$ cat config.mk
export PLATFORM = sky130hd
export DESIGN_NAME = field_line_timer
export DESIGN_NICKNAME = d
export VERILOG_FILES = /design/src/rtl/field_line_timer_pkg.sv /design/src/rtl/field_line_ctrl.sv /design/src/rtl/field_line_dpath.sv /design/src/rtl/field_line_timer.sv
export SDC_FILE = /design/constraint.sdc
export NUM_CORES = 1
export LEC_CHECK = 0
export BUFFER_PORTS_ARGS = -buffer_cell sky130_fd_sc_hd__buf_2
export CAP_MARGIN = 30
export CORE_UTILIZATION = 40
export CTS_BUF_LIST = sky130_fd_sc_hd__clkbuf_4 sky130_fd_sc_hd__clkbuf_8
export CTS_CLUSTER_SIZE = 8
export DETAILED_ROUTE_END_ITERATION = 10
export HOLD_SLACK_MARGIN = 0.12
export PLACE_DENSITY_LB_ADDON = 0.2
export SLEW_MARGIN = 40
export SYNTH_ARGS = -nofsm -noshare
export SYNTH_HDL_FRONTEND = slang
export SYNTH_SLANG_ARGS = --single-unit
$ cat constraint.sdc
create_clock -name clk -period 2.2 [get_ports clk]
set_input_delay 0.11 -clock clk [delete_from_list [all_inputs] [get_ports clk]]
set_output_delay 0.11 -clock clk [all_outputs]
set_load 0.005 [all_outputs]
$ cat src/rtl/field_line_timer_pkg.sv
package field_line_timer_pkg;

  typedef enum logic [1:0] {
    FM_INTERLACE = 2'b00,
    FM_SHORT     = 2'b01,
    FM_LONG      = 2'b10,
    FM_LONG_ALT  = 2'b11
  } fieldMode_t;

  typedef struct packed {
    logic newFrame;
    logic halfSwitch;
    logic nextLine;
  } lineStrobe_t;

endpackage

$ cat src/rtl/field_line_ctrl.sv
module field_line_ctrl
  import field_line_timer_pkg::*;
#(
  parameter int HALF_CLKS = 864,
  parameter int LINES_50  = 312,
  parameter int LINES_60  = 262,
  parameter int LW        = 9
) (
  input  logic        clk,
  input  logic        rstN,
  input  logic        lineStart,
  input  logic [LW-1:0] lineNum,
  input  logic        fieldOdd,
  input  fieldMode_t  curMode,
  input  logic        curStd,
  output lineStrobe_t strobe
);

  localparam int PW = $clog2(HALF_CLKS + 2);
  localparam logic [PW-1:0] PIX_IDLE = PW'(HALF_CLKS + 1);
  localparam logic [PW-1:0] PIX_MID  = PW'(HALF_CLKS);
  localparam logic [LW-1:0] BASE50   = LW'(LINES_50);
  localparam logic [LW-1:0] BASE60   = LW'(LINES_60);

  logic [PW-1:0] pixCnt;
  logic [LW-1:0] baseLines;
  logic [LW-1:0] lastLine;
  logic          interlaced;
  logic          midLine;
  logic          endOfFrame;

  // Clocks since the last line strobe, parked past mid-line when idle
  always_ff @(posedge clk) begin
    if (!rstN) begin
      pixCnt <= PIX_IDLE;
    end else if (lineStart) begin
      pixCnt <= PW'(1);
    end else if (pixCnt != PIX_IDLE) begin
      pixCnt <= pixCnt + PW'(1);
    end
  end

  always_comb begin
    baseLines  = curStd ? BASE60 : BASE50;
    lastLine   = (curMode == FM_SHORT) ? baseLines : baseLines + LW'(1);
    interlaced = (curMode == FM_INTERLACE);
    midLine    = (pixCnt == PIX_MID);
    if (lineNum == '0) begin
      endOfFrame = 1'b1;
    end else if (interlaced) begin
      endOfFrame = !fieldOdd && (lineNum == lastLine);
    end else begin
      endOfFrame = (lineNum >= lastLine);
    end
    strobe.newFrame   = lineStart && endOfFrame;
    strobe.nextLine   = lineStart && !endOfFrame;
    strobe.halfSwitch = !lineStart && midLine && interlaced && fieldOdd
                        && (lineNum == lastLine);
  end

endmodule

$ cat src/rtl/field_line_dpath.sv
module field_line_dpath
  import field_line_timer_pkg::*;
#(
  parameter int LW = 9
) (
  input  logic          clk,
  input  logic          rstN,
  input  lineStrobe_t   strobe,
  input  logic [1:0]    modeIn,
  input  logic          stdIn,
  output logic [LW-1:0] lineNum,
  output logic          fieldOdd,
  output fieldMode_t    curMode,
  output logic          curStd,
  output logic          fieldStart,
  output logic          frameStart
);

  always_ff @(posedge clk) begin
    if (!rstN) begin
      lineNum    <= '0;
      fieldOdd   <= 1'b1;
      curMode    <= FM_INTERLACE;
      curStd     <= 1'b0;
      fieldStart <= 1'b0;
      frameStart <= 1'b0;
    end else begin
      fieldStart <= strobe.newFrame || strobe.halfSwitch;
      frameStart <= strobe.newFrame;
      if (strobe.newFrame) begin
        lineNum  <= LW'(1);
        fieldOdd <= 1'b1;
        curMode  <= fieldMode_t'(modeIn);
        curStd   <= stdIn;
      end else if (strobe.halfSwitch) begin
        lineNum  <= LW'(1);
        fieldOdd <= 1'b0;
      end else if (strobe.nextLine) begin
        lineNum  <= lineNum + LW'(1);
      end
    end
  end

endmodule

$ cat src/rtl/field_line_timer.sv
module field_line_timer
  import field_line_timer_pkg::*;
#(
  parameter int HALF_CLKS = 864,
  parameter int LINES_50  = 312,
  parameter int LINES_60  = 262,
  localparam int MAXL     = (LINES_50 > LINES_60) ? LINES_50 : LINES_60,
  localparam int LW       = $clog2(MAXL + 2)
) (
  input  logic          clk,
  input  logic          rstN,
  input  logic          lineStart,
  input  logic [1:0]    modeSel,
  input  logic          stdSel,
  output logic [LW-1:0] lineNum,
  output logic          fieldOdd,
  output logic          fieldStart,
  output logic          frameStart
);

  lineStrobe_t strobe;
  fieldMode_t  curMode;
  logic        curStd;

  field_line_ctrl #(
    .HALF_CLKS(HALF_CLKS),
    .LINES_50 (LINES_50),
    .LINES_60 (LINES_60),
    .LW       (LW)
  ) ctrl (
    .clk      (clk),
    .rstN     (rstN),
    .lineStart(lineStart),
    .lineNum  (lineNum),
    .fieldOdd (fieldOdd),
    .curMode  (curMode),
    .curStd   (curStd),
    .strobe   (strobe)
  );

  field_line_dpath #(
    .LW(LW)
  ) dpath (
    .clk       (clk),
    .rstN      (rstN),
    .strobe    (strobe),
    .modeIn    (modeSel),
    .stdIn     (stdSel),
    .lineNum   (lineNum),
    .fieldOdd  (fieldOdd),
    .curMode   (curMode),
    .curStd    (curStd),
    .fieldStart(fieldStart),
    .frameStart(frameStart)
  );

endmodule

* Word level (Yosys, flattened, before mapping)
Cells that the tools add are included.
** Operators by class
- Add/sub/neg operators :: 3
- Order comparisons :: 1
- Equality and inequality tests :: 4
- Mux-type cells :: 9
- Bitwise operators :: 1
- Reduce and logical (&&, ||, !) cells :: 18
** Operators with widths (number)
- 2-to-1 mux 10 bit :: 2
- adder 9 x 1 -> 9 bit (second input constant) :: 2
- adder 10 x 1 -> 10 bit (second input constant) :: 1
- equality test 10 bit (second input constant) :: 1
- != test 10 bit (second input constant) :: 1
- equality test 9 bit :: 1
- greater-or-equal comparator 9 bit :: 1
- logical NOT 9 bit :: 1
- 2-to-1 mux 9 bit :: 1
- logical AND 1 bit :: 7
- 2-to-1 mux 6 bit :: 1
- 2-to-1 mux 1 bit :: 5
- OR reduction 2 bit :: 2
- logical NOT 1 bit :: 3
- nonzero test 3 bit :: 1
- OR reduction 3 bit :: 1
- equality test 2 x 1 -> 1 bit (second input constant) :: 1
- logical NOT 2 bit :: 1
- nonzero test 2 bit :: 1
- logical OR 1 bit :: 1
- NOT 1 bit :: 1
** Storage, ports and cells
- Register bits :: 25
- Output and inout port bits :: 12

* Depth between registers and ports, before layout
- Depth in word-level cells :: 12
- Gate-level depth with buffers :: 8
- Depth with buffers taken out :: 8

* Cells and area by module
Synthesis repeated with hierarchy kept, for this count alone.
** Unflattened totals
- Cells, all modules :: 149
- Area total of the unflattened synthesis :: 1352.5 sq um
** By module, submodules not included
- field_line_ctrl :: times used 1, cells each 89, area each 743.2 sq um, sequential area each 200.2 sq um
- field_line_dpath :: times used 1, cells each 60, area each 609.3 sq um, sequential area each 300.3 sq um

* Least setup slack after synthesis
Ideal clock, no wire load.
- Kind :: register -> register
- Start :: register dpath.lineNum[4]
- End :: register dpath.lineNum[5]
- Library setup time :: 0.066 ns
- Arrival time :: 2.221 ns
- Setup slack :: -0.087 ns
- Cell stages (with the launch flop) :: 8
- Path buffers :: 0
- Period minus slack after synthesis :: 2.287 ns
- Path through :: dfxtp_1 > ha_1 > and4_1 > and2_4 > a221oi_4 > o21ai_4 > or4_4 > a21oi_2
** On the way
- Longest elaborated chain between the ends :: 6
- Elaborated cells between the ends (all ways) :: 12
- Classes of those cells :: 1 x add/sub; 1 x order compare; 1 x eq/ne; 2 x mux; 7 x reduce/logical
** RTL lines
- from (decl) :: line field_line_dpath.sv:11 : output logic [LW-1:0] lineNum,
- from (signal assigned) :: line field_line_dpath.sv:39 : lineNum <= lineNum + LW'(1);
- branches (longest 6 deep; another with greater-or-equal comparator 9 bit)
Parallel ways; which one is timed is not known.
A chain may end at the register's enable or synchronous reset.

* Worst setup path in the final report
- Start :: register dpath.curStd
- End :: register dpath.lineNum[5]
** On the way
- Longest elaborated chain between the ends :: 9
- Elaborated cells between the ends (all ways) :: 13
- Classes of those cells :: 1 x add/sub; 1 x order compare; 1 x eq/ne; 4 x mux; 6 x reduce/logical
** RTL lines
- from (decl) :: line field_line_dpath.sv:14 : output logic curStd,
- from (signal assigned) :: line field_line_dpath.sv:34 : curStd <= stdIn;
- 2-to-1 mux 6 bit (*) :: line field_line_ctrl.sv:44 : baseLines = curStd ? BASE60 : BASE50;
- adder 9 x 1 -> 9 bit :: line field_line_ctrl.sv:45 : lastLine = (curMode == FM_SHORT) ? baseLines : baseLines + LW'(1);
- 2-to-1 mux 9 bit (*) :: line field_line_ctrl.sv:45
- branches (longest 6 deep; another with greater-or-equal comparator 9 bit)
Mark *: on every way between the ends.

==> impl_metrics.tcl <==
set metrics [dict create \
    status "complete, but fails checks" \
    violations "setup timing" \
    cp_slowest_cell "or4_4" \
    power_frac_seq 0.491 \
    grt_usage 0.183 \
    synthCells 152 \
    pwr-share-comb 0.292 \
    dieArea_um2 3770 \
    cts_tree "built" \
    final_core_util 0.553 \
    power.total_mw 1.02 \
    place_inst 226 \
    maxSlewViolCount 0 \
    drt_iter0_markers 53 \
    drc 0 \
    grt_max_degree 14 \
    power.density_nw_per_um2 547 \
    netSwitchingPower_mw 0.307 \
    setup_slack_ps -4.27 \
    clock_sinks 25 \
    hold_viol 0 \
    core-area_um2 3360 \
    clock_skew_ps 2.86 \
    placementRows 21 \
    synthTopCellsByArea "dfxtp_1 35%, ha_1 9.8%, nor2_1 4.8%, xnor2_1 3.7%, xor2_1 3.7%" \
    vias 1222 \
    required_ps 2460 \
    viasPerCell 5.13 \
    ir_drop_uv 412 \
    cp-end-kind "register" \
    synth_top_area_share 0.355 \
    syn-num-nets 169 \
    drt-wirelength-per-cell_um 13.5 \
    tightest_slew_ps 384 \
    clkTransAtPathRegs_ps 140 \
    grt_pass1_wl_um 5020 \
    crit_family "simple AND/OR/NAND/NOR gates" \
    swShare 0.301 \
    antennaDiodeCount 0 \
    dp_slack_ps -20.3 \
    cts_buffer_depth 2 \
    synth_cell_types 40 \
    die_w_um 61.4 \
    rsz0062_at_grt "true" \
    gp_congestion 0.797 \
    n_fill_cell 311 \
    path_class "register to register" \
    cap_violations 0 \
    ys_seq_area_frac 0.355 \
    finalSetupViolations 1 \
    arrival_ps 2470 \
    p_int_mw 0.711 \
    fin_hold_ws_ps 182 \
    clockPowerShare 0.217 \
    antenna_found_initial 0 \
    gr-total-overflow 0 \
    synth-edff-count 0 \
    start_util 0.419 \
    crit_path_max_fanout 7 \
    synthesis.area_um2 1410 \
    drt-pass1-iter-count 4 \
    max_freq_mhz 454 \
    synth_area_leader_cell "dfxtp_1" \
    grt_pass1_vias 1165 \
    hp-class "primary input to register" \
    cp-start-kind "register" \
    num_io_pins 18 \
    yosys_warnings 0 \
    hpwl_um 2310 \
    fin_cells 238 \
    ctsRootBufferMaster "clkbuf_4" \
    leakagePower_nw 0.767 \
    fin_crit_sh 1.00 \
    die_y_um 61.4 \
    cpPeakStageDelay_ps 500 \
    cts_buffers 3 \
    async_flop_share 0 \
    max_slew_margin 0.742 \
    fin_nets 210 \
    htree_levels 1 \
    min_period_ps 2200 \
    wl_um 3210 \
    cp_cell_sequence "ha_1 -> and4_1 -> and2_4 -> a221oi_4 -> o21ai_4 -> or4_4 -> a21oi_2" \
    ant_nets 0 \
    place.port_buffers 17 \
    final_layout_size_suffix_gt1_frac 0.354 \
    syn_avg_cell_area_um2 9.28 \
    synthToLayoutAreaGrowth_pct 31.9 \
    synthFlopType "dfxtp_1" \
    ys_ff_latch 25 \
    insertion_delay_ps 320 \
    cp.buffers_inverters 0 \
]
-- final cells by class --
cell class                 instances  area, µm²  area share
inverter                           9       38.8      0.0208
sequential                        25        514       0.276
multi-input combinational        117        955       0.513
tap                               46       57.6      0.0309
clock buffer                       4       30.0      0.0161
timing repair buffer              37        265       0.143
-- cells in the final DEF, fill, tap and decap left out, types with 2 or more instances in the layout --
cell	Yosys	final
a21oi_1	6	6
and4_1	3	3
buf_2	0	17
buf_4	0	13
buf_6	0	2
clkbuf_4	0	4
dfxtp_1	25	18
dfxtp_2	0	5
dfxtp_4	0	2
dlygate4sd3_1	0	4
ha_1	11	7
ha_4	0	4
inv_1	9	6
inv_4	0	2
mux2i_1	4	4
nand2_1	9	9
nand2b_1	5	5
nand3_1	9	9
nand4_1	2	2
nor2_1	18	18
nor4_1	3	3
o21ai_0	8	8
o21ai_4	1	2
o21ba_2	2	2
xnor2_1	6	6
xor2_1	6	6
-- power groups by stage --
stage                     sequential, mW  combinational [mW]  clock, mW
after global placement             0.509               0.238          0
after CTS                          0.501               0.250      0.233
after global routing               0.504               0.326      0.255
final                              0.500               0.297      0.221
after floorplan                    0.510               0.162          0
after detailed placement           0.511               0.240          0
-- per-stage QoR --
step	instance area [µm²]	TNS, ps
2_1_floorplan	1460	-3.25
3_3_place_gp	1690	0
3_5_place_dp	1690	-26.8
4_1_cts	1770	0
5_1_grt	1860	-300
6_report	1860	-4.27
-- routing by layer --
layer / part of all wire / vias up / global-route usage
met5: 0 / - / 0
met1: 0.46 / 583 / 0.218
met3: 0.019 / 0 / 0.0504
met2: 0.52 / 16 / 0.332
met4: 0 / 0 / 0.0286
li1: - / 623 / -
-- what timing repair did --
action,in CTS,in global routing
setup endpoints to repair,6,10
pin swaps,3,3
gates cloned,0,0
hold buffers,4,0
resized for setup,2,12
setup buffers,0,4
hold endpoints to repair,7,0
-- path summary, 6_finish.rpt --
kind                                     from                             to  slack (ps)  cells past startpoint
hold reg to reg   ctrl.pixCnt[1]$_SDFFE_PP0N_    ctrl.pixCnt[1]$_SDFFE_PP0N_         530                      2
setup reg to reg    dpath.curStd$_SDFFE_PN0P_  dpath.lineNum[5]$_SDFFE_PP0P_          -4                      7
setup / recovery    dpath.curStd$_SDFFE_PN0P_  dpath.lineNum[5]$_SDFFE_PP0P_          -4                      7
hold / removal                      lineStart    ctrl.pixCnt[6]$_SDFFE_PN1P_         180                      2
-- worst register-to-register path, stage by stage, from the launching register on --
cell and delay (ps):
dfxtp_4 400, ha_1 290, and4_1 200, and2_4 180
a221oi_4 340, o21ai_4 120, or4_4 500, a21oi_2 120
-- kinds of logic (layout without fill, tap and decap cells) --
kind of cell,after synthesis,after routing,synth area share
simple gates,61,61,0.256
buf+inv,10,50,0.0266
fa+ha+maj,11,11,0.0976
mux,5,5,0.0364
xor+xnor,12,12,0.0745
compound gates,28,28,0.154
flops,25,25,0.355
-- synth_stat cells (all sizes together), types with 2 or more instances --
cell	count
o31ai	2
nor2	18
nand2b	5
nand2	9
o21ba	2
mux2i	4
dfxtp	25
nand4	2
nor4	3
or4	2
a21oi	7
inv	9
xor2	6
o21ai	11
nand3	9
ha	11
and4	3
xnor2	6
a31oi	2
-- flip-flops by register name (all words and copies together) (netlist names) --
| register | flops |
|---|---|
| dpath.frameStart | 1 |
| dpath.fieldOdd | 1 |
| dpath.curStd | 1 |
| dpath.fieldStart | 1 |
| dpath.curMode | 2 |
| ctrl.pixCnt | 10 |
| dpath.lineNum | 9 |
No activity file was read; power rests on OpenSTA's default activity.
